### src/rtl/lcd_scan_pkg.sv
package lcd_scan_pkg;
    parameter int unsigned SCAN_LINE_W = 5;

    typedef struct packed {
        logic                   cl;
        logic                   fr_in;
        logic                   fr;
        logic                   stb;
        logic [SCAN_LINE_W-1:0] line;
    } scan_state_t;
endpackage

### src/rtl/lcd_line_seq.sv
module lcd_line_seq
    import lcd_scan_pkg::*;
#(
    parameter int unsigned LINE_W = SCAN_LINE_W
) (
    input  logic              clk,
    input  logic              rst_n,
    input  logic              line_clk,
    input  logic              duty_full,
    input  logic              is_slave,
    input  logic              fr_in,
    output logic [LINE_W-1:0] line_q,
    output logic              fr_q,
    output logic              fr_in_q,
    output logic              stb_q
);
    localparam int unsigned LINES     = 2 ** LINE_W;
    localparam logic [LINE_W-1:0] LAST_FULL = LINE_W'(LINES - 1);
    localparam logic [LINE_W-1:0] LAST_HALF = LINE_W'(LINES / 2 - 1);

    scan_state_t st_d, st_q;
    logic              step;
    logic              fr_edge;
    logic              at_end;
    logic [LINE_W-1:0] base;
    logic [LINE_W-1:0] last;

    always_comb begin
        st_d     = st_q;
        step     = (line_clk != st_q.cl);
        fr_edge  = is_slave && (fr_in != st_q.fr_in);
        last     = duty_full ? LAST_FULL : LAST_HALF;
        base     = fr_edge ? '0 : st_q.line;
        at_end   = (base >= last);
        st_d.cl    = line_clk;
        st_d.fr_in = fr_in;
        st_d.stb   = step;
        if (step) begin
            st_d.line = at_end ? '0 : base + 1'b1;
        end else begin
            st_d.line = base;
        end
        if (step && at_end && !is_slave) begin
            st_d.fr = ~st_q.fr;
        end
    end

    always_ff @(posedge clk or negedge rst_n) begin
        if (!rst_n) begin
            st_q <= '0;
        end else begin
            st_q <= st_d;
        end
    end

    assign line_q  = st_q.line;
    assign fr_q    = st_q.fr;
    assign fr_in_q = st_q.fr_in;
    assign stb_q   = st_q.stb;

    AST_IDLE_HOLD: assert property (@(posedge clk) disable iff (!rst_n)
        (!step && !fr_edge) |=> $stable(line_q));

    AST_FR_AT_WRAP: assert property (@(posedge clk) disable iff (!rst_n)
        (!is_slave && $past(!is_slave) && (fr_q != $past(fr_q))) |-> (line_q == '0));
endmodule

### src/rtl/lcd_row_map.sv
module lcd_row_map #(
    parameter int unsigned LINE_W = 5
) (
    input  logic [LINE_W-1:0] scan_line,
    input  logic [LINE_W-1:0] start_line,
    output logic [LINE_W-1:0] ram_line
);
    always_comb begin
        ram_line = scan_line + start_line;
    end
endmodule

### src/rtl/lcd_com_decode.sv
module lcd_com_decode #(
    parameter int unsigned LINE_W = 5
) (
    input  logic [LINE_W-1:0]          scan_line,
    input  logic                       duty_full,
    input  logic                       is_slave,
    input  logic                       disp_on,
    output logic [2**(LINE_W-1)-1:0]   com_sel
);
    localparam int unsigned COMS  = 2 ** (LINE_W - 1);
    localparam int unsigned COM_W = LINE_W - 1;

    logic chip_active;

    always_comb begin
        chip_active = disp_on && (!duty_full || (scan_line[LINE_W-1] == is_slave));
    end

    for (genvar i = 0; i < COMS; i++) begin : g_com
        assign com_sel[i] = chip_active && (scan_line[COM_W-1:0] == COM_W'(i));
    end
endmodule

### src/rtl/lcd_scan_timing.sv
module lcd_scan_timing
    import lcd_scan_pkg::*;
#(
    parameter int unsigned LINE_W = SCAN_LINE_W,
    parameter int unsigned COMS   = 2 ** (LINE_W - 1)
) (
    input  logic              clk,
    input  logic              rst_n,
    input  logic              line_clk,
    input  logic              duty_full,
    input  logic [LINE_W-1:0] start_line,
    input  logic              is_slave,
    input  logic              disp_on,
    input  logic              fr_in,
    output logic [LINE_W-1:0] ram_line,
    output logic [COMS-1:0]   com_sel,
    output logic              fr_out,
    output logic              latch_stb
);
    logic [LINE_W-1:0] line_q;
    logic              fr_q;
    logic              fr_in_q;

    lcd_line_seq #(.LINE_W(LINE_W)) u_seq (
        .clk       (clk),
        .rst_n     (rst_n),
        .line_clk  (line_clk),
        .duty_full (duty_full),
        .is_slave  (is_slave),
        .fr_in     (fr_in),
        .line_q    (line_q),
        .fr_q      (fr_q),
        .fr_in_q   (fr_in_q),
        .stb_q     (latch_stb)
    );

    lcd_row_map #(.LINE_W(LINE_W)) u_map (
        .scan_line  (line_q),
        .start_line (start_line),
        .ram_line   (ram_line)
    );

    lcd_com_decode #(.LINE_W(LINE_W)) u_com (
        .scan_line (line_q),
        .duty_full (duty_full),
        .is_slave  (is_slave),
        .disp_on   (disp_on),
        .com_sel   (com_sel)
    );

    assign fr_out = is_slave ? fr_in_q : fr_q;

    AST_COM_ONEHOT: assert property (@(posedge clk) disable iff (!rst_n)
        $onehot0(com_sel));

    AST_ROW_OFFSET: assert property (@(posedge clk) disable iff (!rst_n)
        (LINE_W'(ram_line - start_line) == line_q));

    AST_SLAVE_FR: assert property (@(posedge clk) disable iff (!rst_n)
        (is_slave && $past(is_slave)) |-> (fr_out == $past(fr_in)));
endmodule

### config.mk
export PLATFORM = sky130hd
export DESIGN_NAME = lcd_scan_timing
export DESIGN_NICKNAME = d
export VERILOG_FILES = /design/src/rtl/lcd_scan_pkg.sv /design/src/rtl/lcd_line_seq.sv /design/src/rtl/lcd_row_map.sv /design/src/rtl/lcd_com_decode.sv /design/src/rtl/lcd_scan_timing.sv
export SDC_FILE = /design/constraint.sdc
export NUM_CORES = 1
export LEC_CHECK = 0
export ABC_CLOCK_PERIOD_IN_PS = 2400
export BUFFER_PORTS_ARGS = -buffer_cell sky130_fd_sc_hd__buf_2
export CORE_UTILIZATION = 46
export CTS_CLUSTER_SIZE = 14
export DETAILED_ROUTE_END_ITERATION = 12
export HOLD_SLACK_MARGIN = 0.1
export PLACE_DENSITY_LB_ADDON = 0.25
export SLEW_MARGIN = 20
export SYNTH_ARGS = -nofsm -noshare
export SYNTH_HDL_FRONTEND = slang
export SYNTH_SLANG_ARGS = --single-unit
### constraint.sdc
create_clock -name clk -period 2.4 [get_ports clk]
set_clock_uncertainty 0.15 [all_clocks]
set_input_delay 0.12 -clock clk [delete_from_list [all_inputs] [get_ports clk]]
set_output_delay 0.12 -clock clk [all_outputs]
set_load 0.02 [all_outputs]
==> metrics.txt, run 1 <==
status complete, but fails checks; failing checks DRC; final period utilization 92.9%; all-layer global routing usage 21.1%; H-Tree Depth 1; core area 1580 µm²; Worst-path clk slew 60 ps; vias in the first global route 774; syn nets 113; worst-case headroom to the max-slew limit 69.0%; largest area contributor in the netlist dfrtp_1; layout cells sized above 1 37.3%; Starting Density 51.2%; Crit path top cell by count inv_1; largest net degree at the start of global routing 14; reg-to-reg setup timing slack 330 ps; fill count 130; die height 43.9 µm; post-synthesis xor/xnor area fraction 9.61%; CP max stage cell dfrtp_1; Area contributors post-synth dfrtp_1 28%, ha_1 9.3%, nor2_1 6.5%; pwr/cell area 903 nW/µm²; Worst Setup SP u_seq.line_q[0]; element type at the critical path start flip-flop; Synth Area in Adders 11.8%; Max Buffers Root-to-Sink 2; Hold EP u_seq.line_q[4]; diode count 0; Layout area overhead 30.2%; cells on worst reg2reg path 8; antenna violations before repair 0; main combinational cell family by area after synthesis simple AND/OR/NAND/NOR gates; Synth cell types 34; CTS tree yes; Place WS 349 ps; Main synth FF type dfrtp_1; Synth top cells by count 14 x nor2_1, 9 x dfrtp_1, 8 x inv_1; Clk Tree Root Cell clkbuf_4; EDFF count, synth 0; fin nets 154; crit path max fanout 7; Detailed Route Iter0 Violations 12; CTS sink count 9; Post-Place Cells 141; Crit Path Class flip-flop to output pin; IO Port Bufs 34; I/O pin count 35; postcts setup bufs 0; Seq/Total Area, Yosys 27.9%; Placer Congestion 0.908; std cell rows 14; unrepaired setup endpoints after global routing false; final count of negative-setup-slack endpoints 0; Arr. time, crit path 1960 ps; hold depth 6; non-filler cells in the finished layout 150; CP Data Required Time 2130 ps; simple-gate share of the synthesized area 26.5%; fin crit period 2230 ps; Multi-input gate area 526 µm²; Worst Setup End Kind output pin; hold_sp duty_full; synthesized cell area 807 µm²; post-cts sizing count 0; Post-DP HPWL 1430 µm; leakage 0.565 nW; clock latency on the worst-skew pair 260 ps; post-synthesis mux area share 1.40%; Antenna Nets Post-Route 0; First-pass DRT Iterations 10; peak supply drop 536 µV; GRT overflow 0; Vias/cell 5.40; Syn Inst Count 94; Setup TNS 0 ps; Routed wire per std cell 12.1 µm; DRT Wirelength 1820 µm; register area 225 µm²; Fmax 448 MHz; Yosys reg bits 9; share of the synthesized area in the top cell type 27.9%; reg-to-reg startpoint u_seq.fr_in_q; PnR worst setup slack 169 ps; Die ar. 1930 µm²; Critical R2R Capture u_seq.line_q[2]; DR vias 810; top-count cell post-synth nor2_1; HP Class input pin to flip-flop; Mean Syn Cell Area 8.59 µm²; CP max stage delay 480 ps; synth warn 0; final hold vios 0; critical-path cell list ha_1, inv_1, fa_1, inv_1, a21o_1, a21oi_1, xnor2_1, buf_2; DRC 2; fin util 66.7%; max-slew violation count 0; max_cap viols 0; worst-margin pin slew 465 ps; first-pass GRT wire length 3100 µm; Die X 43.9 µm; ys async rst share 100%; post-synthesis compound-gate area fraction 15.8%; CTS buffer count 3
==> state kept, by name, summed over array words and instances, names as in the netlist <==
name / cells
u_seq.fr_in_q: 1
u_seq.st_q: 1
u_seq.stb_q: 1
u_seq.line_q: 5
u_seq.fr_q: 1
==> per-stage QoR <==
step / hold WS [ps] / cell area [µm²] / total power, mW
final: 341 / 1050 / 0.949
after global placement: -170 / 975 / 0.810
after CTS: 328 / 1050 / 0.954
after global routing: 363 / 1050 / 1.02
after floorplan: -326 / 807 / 0.687
after detailed placement: -166 / 975 / 0.828
==> cells by family (layout without fill, tap and decap cells) <==
family / count (synthesis) / in the layout
adder cells (fa/ha/maj): 7 / 7
AO/OA/AOI/OAI: 17 / 17
buffers and inverters: 12 / 52
AND/OR/NAND/NOR: 40 / 40
multiplexers: 1 / 1
XOR/XNOR: 8 / 8
flip-flops: 9 / 9
==> critical path: cells and delay by family, from the launching register on <==
family / cells / cell delay [ps]
adder cells (fa/ha/maj): 2 / 620
XOR/XNOR: 1 / 130
flip-flops: 1 / 480
AO/OA/AOI/OAI: 2 / 170
buffers and inverters: 3 / 300
==> where the power goes <==
group          internal [mW]  switching, mW  total (mW)  leakage [nW]
sequential             0.193         0.0923       0.285         0.112
combinational          0.221          0.324       0.545         0.438
clock                 0.0641         0.0544       0.119        0.0150
total                  0.478          0.471       0.949         0.565
==> layout make-up <==
cell class / count / area share [%]
Clock buffer: 4 / 2.50
Inverter: 9 / 3.21
Multi-Input combinational cell: 73 / 50.0
Sequential cell: 9 / 21.4
Tap cell: 16 / 1.90
Timing Repair Buffer: 39 / 21.0
==> routing by layer <==
| layer | global-route usage (%) | vias up | routed length, µm |
|---|---|---|---|
| li1 | - | 400 | - |
| met1 | 26.9 | 376 | 801 |
| met2 | 35.5 | 29 | 913 |
| met3 | 1.67 | 5 | 77 |
| met4 | 10.9 | 0 | 27 |
| met5 | 0 | - | 0 |
==> timing repair <==
action | in CTS | in global routing
endpoints found under the setup margin | 0 | 0
hold buffers | 5 | 0
hold endpoints to repair | 12 | 0
==> layout by cell type (no fill, tap or decap), types with 3 or more instances in the layout <==
| cell type | synthesis | layout |
|---|---|---|
| a21oi_1 | 4 | 4 |
| nor3_1 | 3 | 3 |
| nor2_1 | 14 | 14 |
| clkbuf_4 | 0 | 3 |
| ha_1 | 6 | 6 |
| nand2b_1 | 3 | 3 |
| inv_1 | 8 | 8 |
| nand3_1 | 6 | 6 |
| buf_2 | 0 | 34 |
| xor2_1 | 4 | 4 |
| nor3_2 | 3 | 3 |
| nand2_1 | 5 | 5 |
| dlygate4sd3_1 | 0 | 5 |
| dfrtp_1 | 9 | 9 |
| xnor2_1 | 3 | 3 |
==> worst max path at each step <==
| stage | slack (ps) | end |
|---|---|---|
| after floorplan | 470 | u_seq.fr_q |
| after CTS | 140 | ram_line[4] |
| after detailed placement | 350 | u_seq.line_q[2] |
| final | 170 | ram_line[4] |
| after global routing | 30 | u_seq.line_q[2] |
| after global placement | 400 | u_seq.line_q[4] |
Power figures use the tool's default switching activity.
==> run 2, diff against run 1 <==
==> constraint.sdc (replaced) <==
create_clock -name clk -period 2.4 [get_ports clk]
set_clock_uncertainty 0.15 [all_clocks]
set_input_delay 0.48 -clock clk [delete_from_list [all_inputs] [get_ports clk]]
set_output_delay 0.48 -clock clk [all_outputs]
set_load 0.02 [all_outputs]
==> run 2 against run 1 <==
  * Critical endpoint unchanged
  * Largest cell class unchanged
  * Via count is 2.3% lower
  * The run now ends clean
  * Total power increased by 5.1%
  * Fmax is 4.5% lower
  * First-iteration DRC count up 120%
==> metrics.txt, run 2 (synthesis gave the netlist of run 1 again) <==
cells on worst reg2reg path 8; CP max stage cell dfrtp_2; Hold EP u_seq.fr_in_q; max-slew violation count 0; Fmax 428 MHz; Critical R2R Capture u_seq.line_q[2]; Worst Setup End Kind output pin; antenna violations before repair 0; Crit Path Class flip-flop to output pin; IO Port Bufs 34; most common cell after layout, fill and taps aside buf_2; core area 1580 µm²; peak supply drop 596 µV; H-Tree Depth 1; final count of negative-setup-slack endpoints 0; largest net degree at the start of global routing 13; final hold vios 0; hold depth 1; DRC 0; Routed wire per std cell 12.3 µm; Max Buffers Root-to-Sink 2; Detailed Route Iter0 Violations 26; std cell rows 14; CTS tree yes; HP Class input pin to flip-flop; status finished, final reports clean; element type at the critical path start flip-flop; GRT overflow 0; pwr/cell area 950 nW/µm²; first-pass GRT wire length 3170 µm; diode count 0; Vias/cell 5.31; fin nets 153; Placer Congestion 0.868; postcts setup bufs 0; layout cells sized above 1 45.1%; leakage 0.560 nW; DRT Wirelength 1830 µm; Worst-path clk slew 60 ps; hold_sp fr_in; Die X 43.9 µm; Post-DP HPWL 1440 µm; fin util 66.6%; CTS sink count 9; Starting Density 51.2%; unrepaired setup endpoints after global routing true; Worst Setup SP u_seq.line_q[1]; DR vias 791; reg-to-reg setup timing slack 280 ps; CP max stage delay 460 ps; crit path max fanout 6; First-pass DRT Iterations 6; fin crit period 2340 ps; clock latency on the worst-skew pair 260 ps; Antenna Nets Post-Route 0; Crit path top cell by count inv_2; max_cap viols 0; CTS buffer count 3; worst-case headroom to the max-slew limit 72.7%; reg-to-reg startpoint u_seq.fr_in_q; Arr. time, crit path 1710 ps; all-layer global routing usage 21.7%; final period utilization 97.3%; max reg flops 5; most frequent cells in the layout 33 x buf_2, 14 x nor2_1, 8 x dfrtp_1; worst-margin pin slew 408 ps; Clk Tree Root Cell clkbuf_4; critical-path cell list inv_2, fa_2, inv_2, a21o_1, a21oi_2, xnor2_1, buf_4; Layout area overhead 30.1%; die height 43.9 µm; fill count 137; CP Data Required Time 1770 ps; total power 997 µW; Die ar. 1930 µm²; vias in the first global route 789; I/O pin count 35
## run 2: area by class of cell
class / instances / area [µm²] / area share, %
Multi-Input combinational cell: 73 / 538 / 51.3
Sequential cell: 9 / 226 / 21.6
Timing Repair Buffer: 38 / 205 / 19.5
Inverter: 9 / 33.8 / 3.22
Clock buffer: 4 / 26.3 / 2.50
Tap cell: 16 / 20.0 / 1.91
## run 2: worst max-delay path by stage
stage	endpoint	depth (start not counted)	slack, ps
final	ram_line[4]	7	60
after CTS	ram_line[4]	8	10
after detailed placement	ram_line[4]	9	60
after global routing	ram_line[4]	8	-70
after global placement	ram_line[4]	9	90
after floorplan	ram_line[4]	7	110
## run 2: where the power goes
group / total [mW] / switching [mW] / internal, mW
registers: 0.239 / 0.0441 / 0.195
clock network: 0.119 / 0.0543 / 0.0642
logic: 0.640 / 0.384 / 0.255
total: 0.997 / 0.483 / 0.515
## run 2: critical path, delay by kind of cell, from the launching register on
kind	cells	cell delay [ps]
buf+inv	3	330
compound gates	2	290
fa+ha+maj	1	250
flops	1	460
xor+xnor	1	120
## run 2: what timing repair did
item	CTS	global route
pin swaps	0	1
endpoints found under the setup margin	1	3
hold buffers	1	0
hold endpoints to repair	9	0
resized for setup	3	5
## run 2: routing by layer
| metal | wire length [µm] | global-route usage, % |
|---|---|---|
| met5 | 0 | 0 |
| met4 | 18 | 11.5 |
| met3 | 93 | 2.92 |
| met2 | 948 | 37.9 |
| met1 | 771 | 25.6 |
## run 2: stage by stage
| stage | TNS (ps) | hold slack (ps) | instances | worst slack, ps | instance area, µm² |
|---|---|---|---|---|---|
| CTS | 0 | 198 | 149 | 12.4 | 1040 |
| global route | -68.4 | 203 | 149 | -68.4 | 1050 |
| finish | 0 | 204 | 149 | 64.7 | 1050 |
| floorplan | 0 | 34.4 | 94 | 115 | 807 |
| detailed placement | 0 | 192 | 144 | 63.7 | 997 |
| global placement | 0 | 191 | 144 | 86.1 | 997 |
